===== config.mk =====
export PLATFORM = sky130hd
export DESIGN_NAME = flash_cmd_decoder
export DESIGN_NICKNAME = d
export VERILOG_FILES = /design/src/rtl/flash_cmd_pkg.sv /design/src/rtl/strobe_sync.sv /design/src/rtl/cycle_capture.sv /design/src/rtl/cmd_fsm.sv /design/src/rtl/flash_cmd_decoder.sv
export SDC_FILE = /design/constraint.sdc
export NUM_CORES = 1
export LEC_CHECK = 0
export ABC_AREA = 1
export BUFFER_PORTS_ARGS = -buffer_cell sky130_fd_sc_hd__buf_2
export CAP_MARGIN = 40
export CORE_UTILIZATION = 54
export DETAILED_ROUTE_END_ITERATION = 12
export PLACE_DENSITY = 0.79
export SYNTH_ARGS = -nofsm -noshare
export SYNTH_HDL_FRONTEND = slang
export SYNTH_SLANG_ARGS = --single-unit

===== constraint.sdc =====
create_clock -name clk_i -period 2.3 [get_ports clk_i]
set_clock_uncertainty 0.05 [all_clocks]
set_input_delay 0.575 -clock clk_i [delete_from_list [all_inputs] [get_ports clk_i]]
set_output_delay 0.575 -clock clk_i [all_outputs]
set_load 0.005 [all_outputs]

===== src/rtl/flash_cmd_pkg.sv =====
package flash_cmd_pkg;
  typedef enum logic [3:0] {
    OP_NONE       = 4'd0,
    OP_PROG       = 4'd1,
    OP_CHIP_ERASE = 4'd2,
    OP_SECT_ERASE = 4'd3,
    OP_SUSPEND    = 4'd4,
    OP_RESUME     = 4'd5,
    OP_RESET      = 4'd6,
    OP_AUTOSEL    = 4'd7,
    OP_CFI        = 4'd8,
    OP_BYP_ENTER  = 4'd9,
    OP_BYP_EXIT   = 4'd10,
    OP_BYP_PROG   = 4'd11
  } op_e;

  typedef enum logic [3:0] {
    ST_IDLE, ST_UNL1, ST_UNL2, ST_PROG, ST_ERS1,
    ST_ERSU1, ST_ERSU2, ST_BPROG, ST_BRST
  } st_e;

  localparam logic [11:0] LO_UNL1 = 12'hAAA;
  localparam logic [11:0] LO_UNL2 = 12'h555;
  localparam logic [11:0] LO_CFI  = 12'h0AA;
endpackage


===== src/rtl/strobe_sync.sv =====
module strobe_sync #(
  parameter int STAGES = 2
) (
  input  logic clk_i,
  input  logic rst_ni,
  input  logic ce_ni,
  input  logic we_ni,
  output logic act_o
);
  logic [STAGES-1:0] ce_sr, we_sr;

  always_ff @(posedge clk_i or negedge rst_ni) begin
    if (!rst_ni) begin
      ce_sr <= '1;
      we_sr <= '1;
    end else begin
      ce_sr <= {ce_sr[STAGES-2:0], ce_ni};
      we_sr <= {we_sr[STAGES-2:0], we_ni};
    end
  end

  assign act_o = ~ce_sr[STAGES-1] & ~we_sr[STAGES-1];
endmodule


===== src/rtl/cycle_capture.sv =====
module cycle_capture #(
  parameter int AW = 20,
  parameter int DW = 16
) (
  input  logic          clk_i,
  input  logic          rst_ni,
  input  logic          act_i,
  input  logic [AW-1:0] addr_i,
  input  logic [DW-1:0] data_i,
  output logic          cyc_v_o,
  output logic [AW-1:0] cyc_addr_o,
  output logic [DW-1:0] cyc_data_o
);
  logic act_q;
  logic act_rise, act_fall;

  assign act_rise = act_i & ~act_q;  // later of the two falling strobes
  assign act_fall = ~act_i & act_q;  // earlier of the two rising strobes

  always_ff @(posedge clk_i or negedge rst_ni) begin
    if (!rst_ni) begin
      act_q      <= 1'b0;
      cyc_v_o    <= 1'b0;
      cyc_addr_o <= '0;
      cyc_data_o <= '0;
    end else begin
      act_q   <= act_i;
      cyc_v_o <= act_fall;
      if (act_rise) cyc_addr_o <= addr_i;
      if (act_fall) cyc_data_o <= data_i;
    end
  end


  one_cycle_per_pair_chk: assert property (@(posedge clk_i) disable iff (!rst_ni)
    cyc_v_o |=> !cyc_v_o);

  addr_held_while_active_chk: assert property (@(posedge clk_i) disable iff (!rst_ni)
    (act_q && act_i) |=> $stable(cyc_addr_o));
endmodule


===== src/rtl/cmd_fsm.sv =====
module cmd_fsm
  import flash_cmd_pkg::*;
#(
  parameter int AW     = 20,
  parameter int DW     = 16,
  parameter int CMP_W  = 12,
  parameter int BANK_W = 2
) (
  input  logic              clk_i,
  input  logic              rst_ni,
  input  logic              cyc_v_i,
  input  logic [AW-1:0]     cyc_addr_i,
  input  logic [DW-1:0]     cyc_data_i,
  input  logic              erase_busy_i,
  output logic              op_valid_o,
  output logic [3:0]        op_code_o,
  output logic [AW-1:0]     op_addr_o,
  output logic [DW-1:0]     op_data_o,
  output logic [BANK_W-1:0] op_bank_o,
  output logic              bypass_o
);
  st_e  st_q, st_d;
  logic byp_q, byp_d;
  logic emit;
  op_e  code;

  logic [CMP_W-1:0] lo;
  logic [7:0]       cmd;
  logic             at_u1, at_u2, is_u1, is_u2, is_f0, busy_ok;

  assign lo      = cyc_addr_i[CMP_W-1:0];
  assign cmd     = cyc_data_i[7:0];
  assign at_u1   = lo == CMP_W'(LO_UNL1);
  assign at_u2   = lo == CMP_W'(LO_UNL2);
  assign is_u1   = at_u1 && cmd == 8'hAA;
  assign is_u2   = at_u2 && cmd == 8'h55;
  assign is_f0   = cmd == 8'hF0;
  assign busy_ok = erase_busy_i;

  always_comb begin
    st_d  = st_q;
    byp_d = byp_q;
    emit  = 1'b0;
    code  = OP_NONE;
    if (cyc_v_i) begin
      st_d = ST_IDLE;
      if (is_f0 && st_q != ST_PROG && st_q != ST_BPROG) begin
        emit = 1'b1;
        code = OP_RESET;
      end else begin
        unique case (st_q)
          ST_IDLE: begin
            if (!byp_q && is_u1) st_d = ST_UNL1;
            else if (!byp_q && cmd == 8'h98 && lo == CMP_W'(LO_CFI)) begin
              emit = 1'b1; code = OP_CFI;
            end
            else if (byp_q && cmd == 8'hA0) st_d = ST_BPROG;
            else if (byp_q && cmd == 8'h90) st_d = ST_BRST;
            else if (cmd == 8'hB0 && busy_ok) begin
              emit = 1'b1; code = OP_SUSPEND;
            end
            else if (cmd == 8'h30 && busy_ok) begin
              emit = 1'b1; code = OP_RESUME;
            end
          end
          ST_UNL1: if (is_u2) st_d = ST_UNL2;
          ST_UNL2: begin
            if (at_u1) begin
              unique case (cmd)
                8'hA0: st_d = ST_PROG;
                8'h80: st_d = ST_ERS1;
                8'h20: begin emit = 1'b1; code = OP_BYP_ENTER; byp_d = 1'b1; end
                8'h90: begin emit = 1'b1; code = OP_AUTOSEL; end
                default: ;
              endcase
            end
          end
          ST_PROG:  begin emit = 1'b1; code = OP_PROG; end
          ST_ERS1:  if (is_u1) st_d = ST_ERSU1;
          ST_ERSU1: if (is_u2) st_d = ST_ERSU2;
          ST_ERSU2: begin
            if (at_u1 && cmd == 8'h10) begin emit = 1'b1; code = OP_CHIP_ERASE; end
            else if (cmd == 8'h30) begin emit = 1'b1; code = OP_SECT_ERASE; end
          end
          ST_BPROG: begin emit = 1'b1; code = OP_BYP_PROG; end
          ST_BRST: begin
            if (cmd == 8'h00) begin emit = 1'b1; code = OP_BYP_EXIT; byp_d = 1'b0; end
          end
          default: ;
        endcase
      end
    end
  end

  always_ff @(posedge clk_i or negedge rst_ni) begin
    if (!rst_ni) begin
      st_q       <= ST_IDLE;
      byp_q      <= 1'b0;
      op_valid_o <= 1'b0;
      op_code_o  <= OP_NONE;
      op_addr_o  <= '0;
      op_data_o  <= '0;
      op_bank_o  <= '0;
    end else begin
      st_q       <= st_d;
      byp_q      <= byp_d;
      op_valid_o <= emit;
      if (emit) begin
        op_code_o <= code;
        op_addr_o <= cyc_addr_i;
        op_data_o <= cyc_data_i;
        op_bank_o <= cyc_addr_i[AW-1 -: BANK_W];
      end
    end
  end

  assign bypass_o = byp_q;


  bypass_enter_pulse_chk: assert property (@(posedge clk_i) disable iff (!rst_ni)
    $rose(byp_q) |-> (op_valid_o && op_code_o == OP_BYP_ENTER));

  bypass_exit_pulse_chk: assert property (@(posedge clk_i) disable iff (!rst_ni)
    $fell(byp_q) |-> (op_valid_o && op_code_o == OP_BYP_EXIT));

  suspend_needs_busy_chk: assert property (@(posedge clk_i) disable iff (!rst_ni)
    (op_valid_o && (op_code_o == OP_SUSPEND || op_code_o == OP_RESUME)) |-> $past(erase_busy_i));

  op_single_pulse_chk: assert property (@(posedge clk_i) disable iff (!rst_ni)
    op_valid_o |=> !op_valid_o);

  op_follows_cycle_chk: assert property (@(posedge clk_i) disable iff (!rst_ni)
    op_valid_o |-> $past(cyc_v_i));
endmodule


===== src/rtl/flash_cmd_decoder.sv =====
module flash_cmd_decoder #(
  parameter int AW          = 20,
  parameter int DW          = 16,
  parameter int CMP_W       = 12,
  parameter int BANK_W      = 2,
  parameter int SYNC_STAGES = 2
) (
  input  logic              clk_i,
  input  logic              rst_ni,
  input  logic              ce_ni,
  input  logic              we_ni,
  input  logic [AW-1:0]     addr_i,
  input  logic [DW-1:0]     data_i,
  input  logic              erase_busy_i,
  output logic              op_valid_o,
  output logic [3:0]        op_code_o,
  output logic [AW-1:0]     op_addr_o,
  output logic [DW-1:0]     op_data_o,
  output logic [BANK_W-1:0] op_bank_o,
  output logic              bypass_o
);
  logic          act;
  logic          cyc_v;
  logic [AW-1:0] cyc_addr;
  logic [DW-1:0] cyc_data;

  strobe_sync #(.STAGES(SYNC_STAGES)) i_sync (
    .clk_i(clk_i), .rst_ni(rst_ni), .ce_ni(ce_ni), .we_ni(we_ni), .act_o(act)
  );

  cycle_capture #(.AW(AW), .DW(DW)) i_capture (
    .clk_i(clk_i), .rst_ni(rst_ni), .act_i(act), .addr_i(addr_i), .data_i(data_i),
    .cyc_v_o(cyc_v), .cyc_addr_o(cyc_addr), .cyc_data_o(cyc_data)
  );

  cmd_fsm #(.AW(AW), .DW(DW), .CMP_W(CMP_W), .BANK_W(BANK_W)) i_fsm (
    .clk_i(clk_i), .rst_ni(rst_ni), .cyc_v_i(cyc_v), .cyc_addr_i(cyc_addr),
    .cyc_data_i(cyc_data), .erase_busy_i(erase_busy_i),
    .op_valid_o(op_valid_o), .op_code_o(op_code_o), .op_addr_o(op_addr_o),
    .op_data_o(op_data_o), .op_bank_o(op_bank_o), .bypass_o(bypass_o)
  );
endmodule


# Yosys cells after proc, flatten, opt, wreduce, memory -nomap -nowiden

Cells that the tools add are included.

Input port bits: 41
Logic and storage cells: 110
Output and inout port bits: 44
Bits in registers: 90

Eq/ne operators: 27
Mux-type cells: 43
Reduce and logical (&&, ||, !) cells: 19
Bitwise gates (word level): 8

Operators with widths:

| cell                 | number |
|---|---|
| $mux 4               | 16 |
| $eq 8x8->1 const B   | 7 |
| $pmux 4 s6           | 1 |
| $pmux 4 s5           | 1 |
| $eq 4x3->1 const B   | 4 |
| $eq 8x6->1 const B   | 2 |
| $mux 1               | 16 |
| $eq 12x11->1 const B | 1 |
| $eq 12x12->1 const B | 1 |
| $eq 12x8->1 const B  | 1 |
| $logic_and 1x1->1    | 12 |
| $mux 3               | 3 |
| $eq 4x2->1 const B   | 2 |
| $eq 8x5->1 const B   | 1 |
| $eq 8x7->1 const B   | 1 |
| $logic_not 8->1      | 1 |
| $pmux 4 s2           | 1 |
| $ne 2x1->1 const B   | 3 |
| $pmux 3 s2           | 1 |
| $reduce_and 6->1     | 1 |
| $not 1->1            | 5 |
| $pmux 1 s5           | 1 |
| $eq 4x1->1 const B   | 1 |
| $eq 4x4->1 const B   | 1 |
| other kinds (9)      | 13 |

# Longest topological paths before layout

Depth after elaboration: 11
Gate-level depth with buffers: 13
Mapped depth without buffers: 12

# By module

Synthesis repeated with hierarchy kept, for this count alone.

Cell total of the unflattened synthesis: 500
Area total of the unflattened synthesis: 4095.2 µm²

By module, submodules not included:

| module        | times used | cells each | sequential area each (µm²) | area each (µm²) |
|---|---|---|---|---|
| cmd_fsm       | 1          | 334        | 1151.1                     | 2498.6 |
| cycle_capture | 1          | 161        | 950.9                      | 1487.7 |
| strobe_sync   | 1          | 5          | 105.1                      | 108.9 |

# Worst setup path after synthesis

Ideal clock, no wire load.

Path kind: register to register
From: register i_capture.cyc_data_o[0]
To: register i_fsm.op_addr_o[19]
Buffers on the path: 1
Data arrival time: 1.476 ns
Slack: 0.657 ns
Required time: 2.133 ns
Library setup time: 0.117 ns
Stages on the path, launching flop included: 14
Period minus slack after synthesis: 1.643 ns
Cells stage by stage: dfrtp_1 -> inv_2 -> nand2_1 -> nor2_4 -> nand4_1 -> nand2_1 -> inv_1 -> nand2_1 -> nand2_1 -> nand3_4 -> nand2_4 -> buf_4 -> nand2_1 -> nand2_1

Cells in the longest elaborated chain, start to end: 11
Elaborated cells between the ends (all ways): 36
Those cells by class: eq/ne (9); mux (14); reduce/logical (13)

Ends and longest elaborated chain:

| item                   | line                         | source |
|---|---|---|
| start, declared        | cycle_capture.sv:12          | `output logic [DW-1:0] cyc_data_o` |
| start signal, assigned | cycle_capture.sv:30          | `if (act_fall) cyc_data_o <= data_i;` |
| $eq 8x6->1             | cmd_fsm.sv:62, cmd_fsm.sv:83 |  |
| $logic_and 1x1->1      | cmd_fsm.sv:62                | `else if (cmd == 8'h30 && busy_ok) begin` |
| $mux 1                 | cmd_fsm.sv:62                |  |
| $mux 1                 | cmd_fsm.sv:59                | `else if (cmd == 8'hB0 && busy_ok) begin` |
| $mux 1                 | cmd_fsm.sv:58                | `else if (byp_q && cmd == 8'h90) st_d = ST_BRST;` |
| $mux 1                 | cmd_fsm.sv:57                | `else if (byp_q && cmd == 8'hA0) st_d = ST_BPROG;` |
| $mux 1                 | cmd_fsm.sv:54                | `else if (!byp_q && cmd == 8'h98 && lo == CMP_W'(LO_CFI)) begin` |
| $mux 1                 | cmd_fsm.sv:53                | `if (!byp_q && is_u1) st_d = ST_UNL1;` |
| $pmux 1 s5             | cmd_fsm.sv:51                | `unique case (st_q)` |
| $mux 1 (*)             | cmd_fsm.sv:47                | `if (is_f0 && st_q != ST_PROG && st_q != ST_BPROG) begin` |
| $mux 1 (*)             | cmd_fsm.sv:45                | `if (cyc_v_i) begin` |
| end signal, assigned   | cmd_fsm.sv:110               | `op_addr_o <= cyc_addr_i;` |
| end, declared          | cmd_fsm.sv:17                | `output logic [AW-1:0] op_addr_o,` |

Every way passes the cells marked *; elsewhere a longest branch is shown, timed or not.
A chain may end at the register's enable or synchronous reset.

# Worst setup path after layout

From: register i_capture.cyc_data_o[1]
To: register i_fsm.op_addr_o[19]

The elaborated chain is that of the path after synthesis.

==> results.json <==
{
  "cpMaxStageDelayCell": "dfrtp_1",
  "detail-route-antenna-nets": 0,
  "die_area_sq_um": 7560,
  "globalplace.congestion": 0.970,
  "first_pass_iters": 6,
  "layout_worst_path_cycle_share": 0.881,
  "slowest_delay_ns": 0.44,
  "start_util": 0.567,
  "syn-num-nets": 495,
  "ys_ff_latch": 88,
  "ys.flop_type": "dfrtp_1",
  "reg2reg_depth": 10,
  "synth_cells": 454,
  "grt_first_pass_wirelength_um": 14800,
  "dieWidth_um": 86.9,
  "crit_top_cell": "nand2_1",
  "p_per_area_nw_per_um2": 777,
  "hold_viol": 0,
  "cp.arrival_ns": 2.22,
  "finalWorstSetupSlack_ns": 0.275,
  "status": "finished clean",
  "grt_antenna_before_repair": 0,
  "diodes": 0,
  "num_io_pins": 85,
  "post_cts_buffers": 0,
  "ys_types": 27,
  "p_leak_nw": 2.58,
  "rsz0062_at_grt": "false",
  "drv_cap": 0,
  "slew_violations": 0,
  "die_y_um": 86.9,
  "hold_class": "input port to asynchronous set/reset pin",
  "r2r-end": "i_fsm.op_addr_o[19]",
  "tightest_slew_ns": 0.635,
  "cts_tree": "done",
  "synth_area_sq_um": 3900,
  "cts.reportedPaths.clkPinSlew_ns": 0.09,
  "yosysWarnings": 0,
  "worstSetupStartpointType": "flip-flop",
  "synth_edf_count": 0,
  "portBuffers": 84,
  "rrSetupSlack_ns": 0.27,
  "cts.sinks": 88,
  "crit_path_end_kind": "flip-flop",
  "pre_cts_ws_ns": 0.218,
  "fmax_ghz": 0.494,
  "cts.path.max_buffers": 2,
  "required_ns": 2.49,
  "worstReg2RegStart": "i_capture.cyc_data_o[1]",
  "drive_gt1_frac": 0.260,
  "final_common_cell": "nand2_1",
  "peakVddDrop_mv": 0.498,
  "final_cell_mix": "nand2_1 (155), dfrtp_1 (84), buf_2 (83)",
  "cts_buffers": 9,
  "setup_viol": 0,
  "core_area_sq_um": 6870,
  "htree_levels": 3,
  "grt_usage": 0.258,
  "routed-via-count": 3339,
  "rows": 30,
  "path_max_fanout": 41,
  "num-nets-final": 582,
  "routed_wirelength_um": 9070,
  "syn2layout_area_growth_pct": 20.1,
  "via_per_inst": 5.20,
  "root_buffer": "clkbuf_8",
  "path_cells": "nor2_1 -> nand3_1 -> nor2_1 -> a21oi_1 -> nand2_1 -> nor2_2 -> nand3_4 -> nand2_8 -> nand2_1 -> nand2_1",
  "drt_iter0_drc": 220,
  "grt-ovfl-total": 0,
  "tns_ns": 0,
  "grt_max_degree": 42,
  "drc_errors": 0,
  "grt_pass1_vias": 3304,
  "ys_seq_area_frac": 0.566,
  "slew_headroom": 0.577,
  "layout_min_cycle_time_ns": 2.03,
  "place_hpwl_um": 6460,
  "clock_latency_ns": 0.36,
  "critical_path_class": "flip-flop to flip-flop",
  "synthArstFlopShare": 1.00,
  "post_synth.cell_area_avg_sq_um": 8.58,
  "holdBufCountCts": 0,
  "wl_per_cell_um": 14.1
}
-- synthesized netlist by cell type, drive strengths merged (2+ instances only) --
| library cell | number | area share |
|---|---|---|
| nor3 | 7 | 0.012 |
| dfrtp | 84 | 0.54 |
| o21ai | 19 | 0.024 |
| buf | 9 | 0.015 |
| a21oi | 13 | 0.017 |
| mux2 | 10 | 0.029 |
| nand3 | 56 | 0.075 |
| nand2 | 158 | 0.16 |
| clkbuf | 10 | 0.0096 |
| inv | 34 | 0.033 |
| nand4 | 8 | 0.013 |
| nor2 | 35 | 0.038 |
| dfstp | 4 | 0.027 |
| o211ai | 2 | 0.0039 |
-- state kept, by name, summed over array words and instances, names as in the netlist, 2 cells and up --
name and count:
i_sync.we_sr 2, i_fsm.st_q 4, i_capture.cyc_data_o 16, i_fsm.op_data_o 16
i_fsm.op_addr_o 19, i_capture.cyc_addr_o 20, i_fsm.op_code_o 4, i_sync.ce_sr 2
-- worst max-delay path by stage --
stage / to / from / cells past startpoint
2_1_floorplan: i_fsm.op_addr_o[19] / i_capture.cyc_data_o[0] / 13
3_3_place_gp: i_fsm.op_data_o[0] / i_capture.cyc_addr_o[0] / 12
3_5_place_dp: i_fsm.op_addr_o[14] / i_capture.cyc_addr_o[4] / 12
4_1_cts: i_fsm.op_addr_o[19] / i_capture.cyc_addr_o[4] / 12
5_1_grt: i_fsm.op_code_o[0] / i_capture.cyc_addr_o[8] / 10
6_report: i_fsm.op_addr_o[19] / i_capture.cyc_data_o[1] / 10
-- through the flow --
stage               cells  power, mW  hold WS (ns)  area (sq um)   util
global route          642       3.81         0.153          4680  0.681
CTS                   642       3.66         0.137          4670  0.680
finish                642       3.64         0.129          4680  0.681
floorplan             454       2.17         0.229          3900      -
detailed placement    626       2.43         0.299          4440  0.646
global placement      626       2.40         0.297          4440  0.646
-- cell families after synthesis --
group	Yosys count	synth area share
AOI/OAI and AO/OA	37	0.0511
buffers and inverters	53	0.0578
DFF	88	0.566
muxes	10	0.0289
and+or+nand+nor	266	0.296
-- metal layers --
layer,vias to the layer above,global-route usage,routed length (um)
li1,1633,-,-
met1,1579,0.327,3860
met2,113,0.428,4570
met3,14,0.0607,477
met4,0,0.103,155
met5,-,0,0
-- power by group --
part / switching (mW) / leakage [nW] / internal, mW / total, mW
registers: 0.146 / 1.12 / 1.75 / 1.90
logic: 0.292 / 1.35 / 0.219 / 0.512
clock network: 0.595 / 0.114 / 0.632 / 1.23
-- timing repair --
item | in CTS | in global routing
setup endpoints to repair | 0 | 4
endpoints found under the hold margin | 0 | 0
gates resized for setup | 0 | 1
-- layout make-up --
class	count	area [sq um]
Timing Repair Buffer	95	518
Sequential cell	88	2210
Tap cell	96	120
Clock inverter	7	110
Fill cell	579	2190
Inverter	34	128
Clock buffer	9	124
Multi-Input combinational cell	313	1470
-- worst max-delay path: cells and delay by family, from the launching register on --
kind               cells  cell delay, ns
and+or+nand+nor        9            1.29
AOI/OAI and AO/OA      1            0.11
DFF                    1            0.44
(Power assumes the default switching activity.)
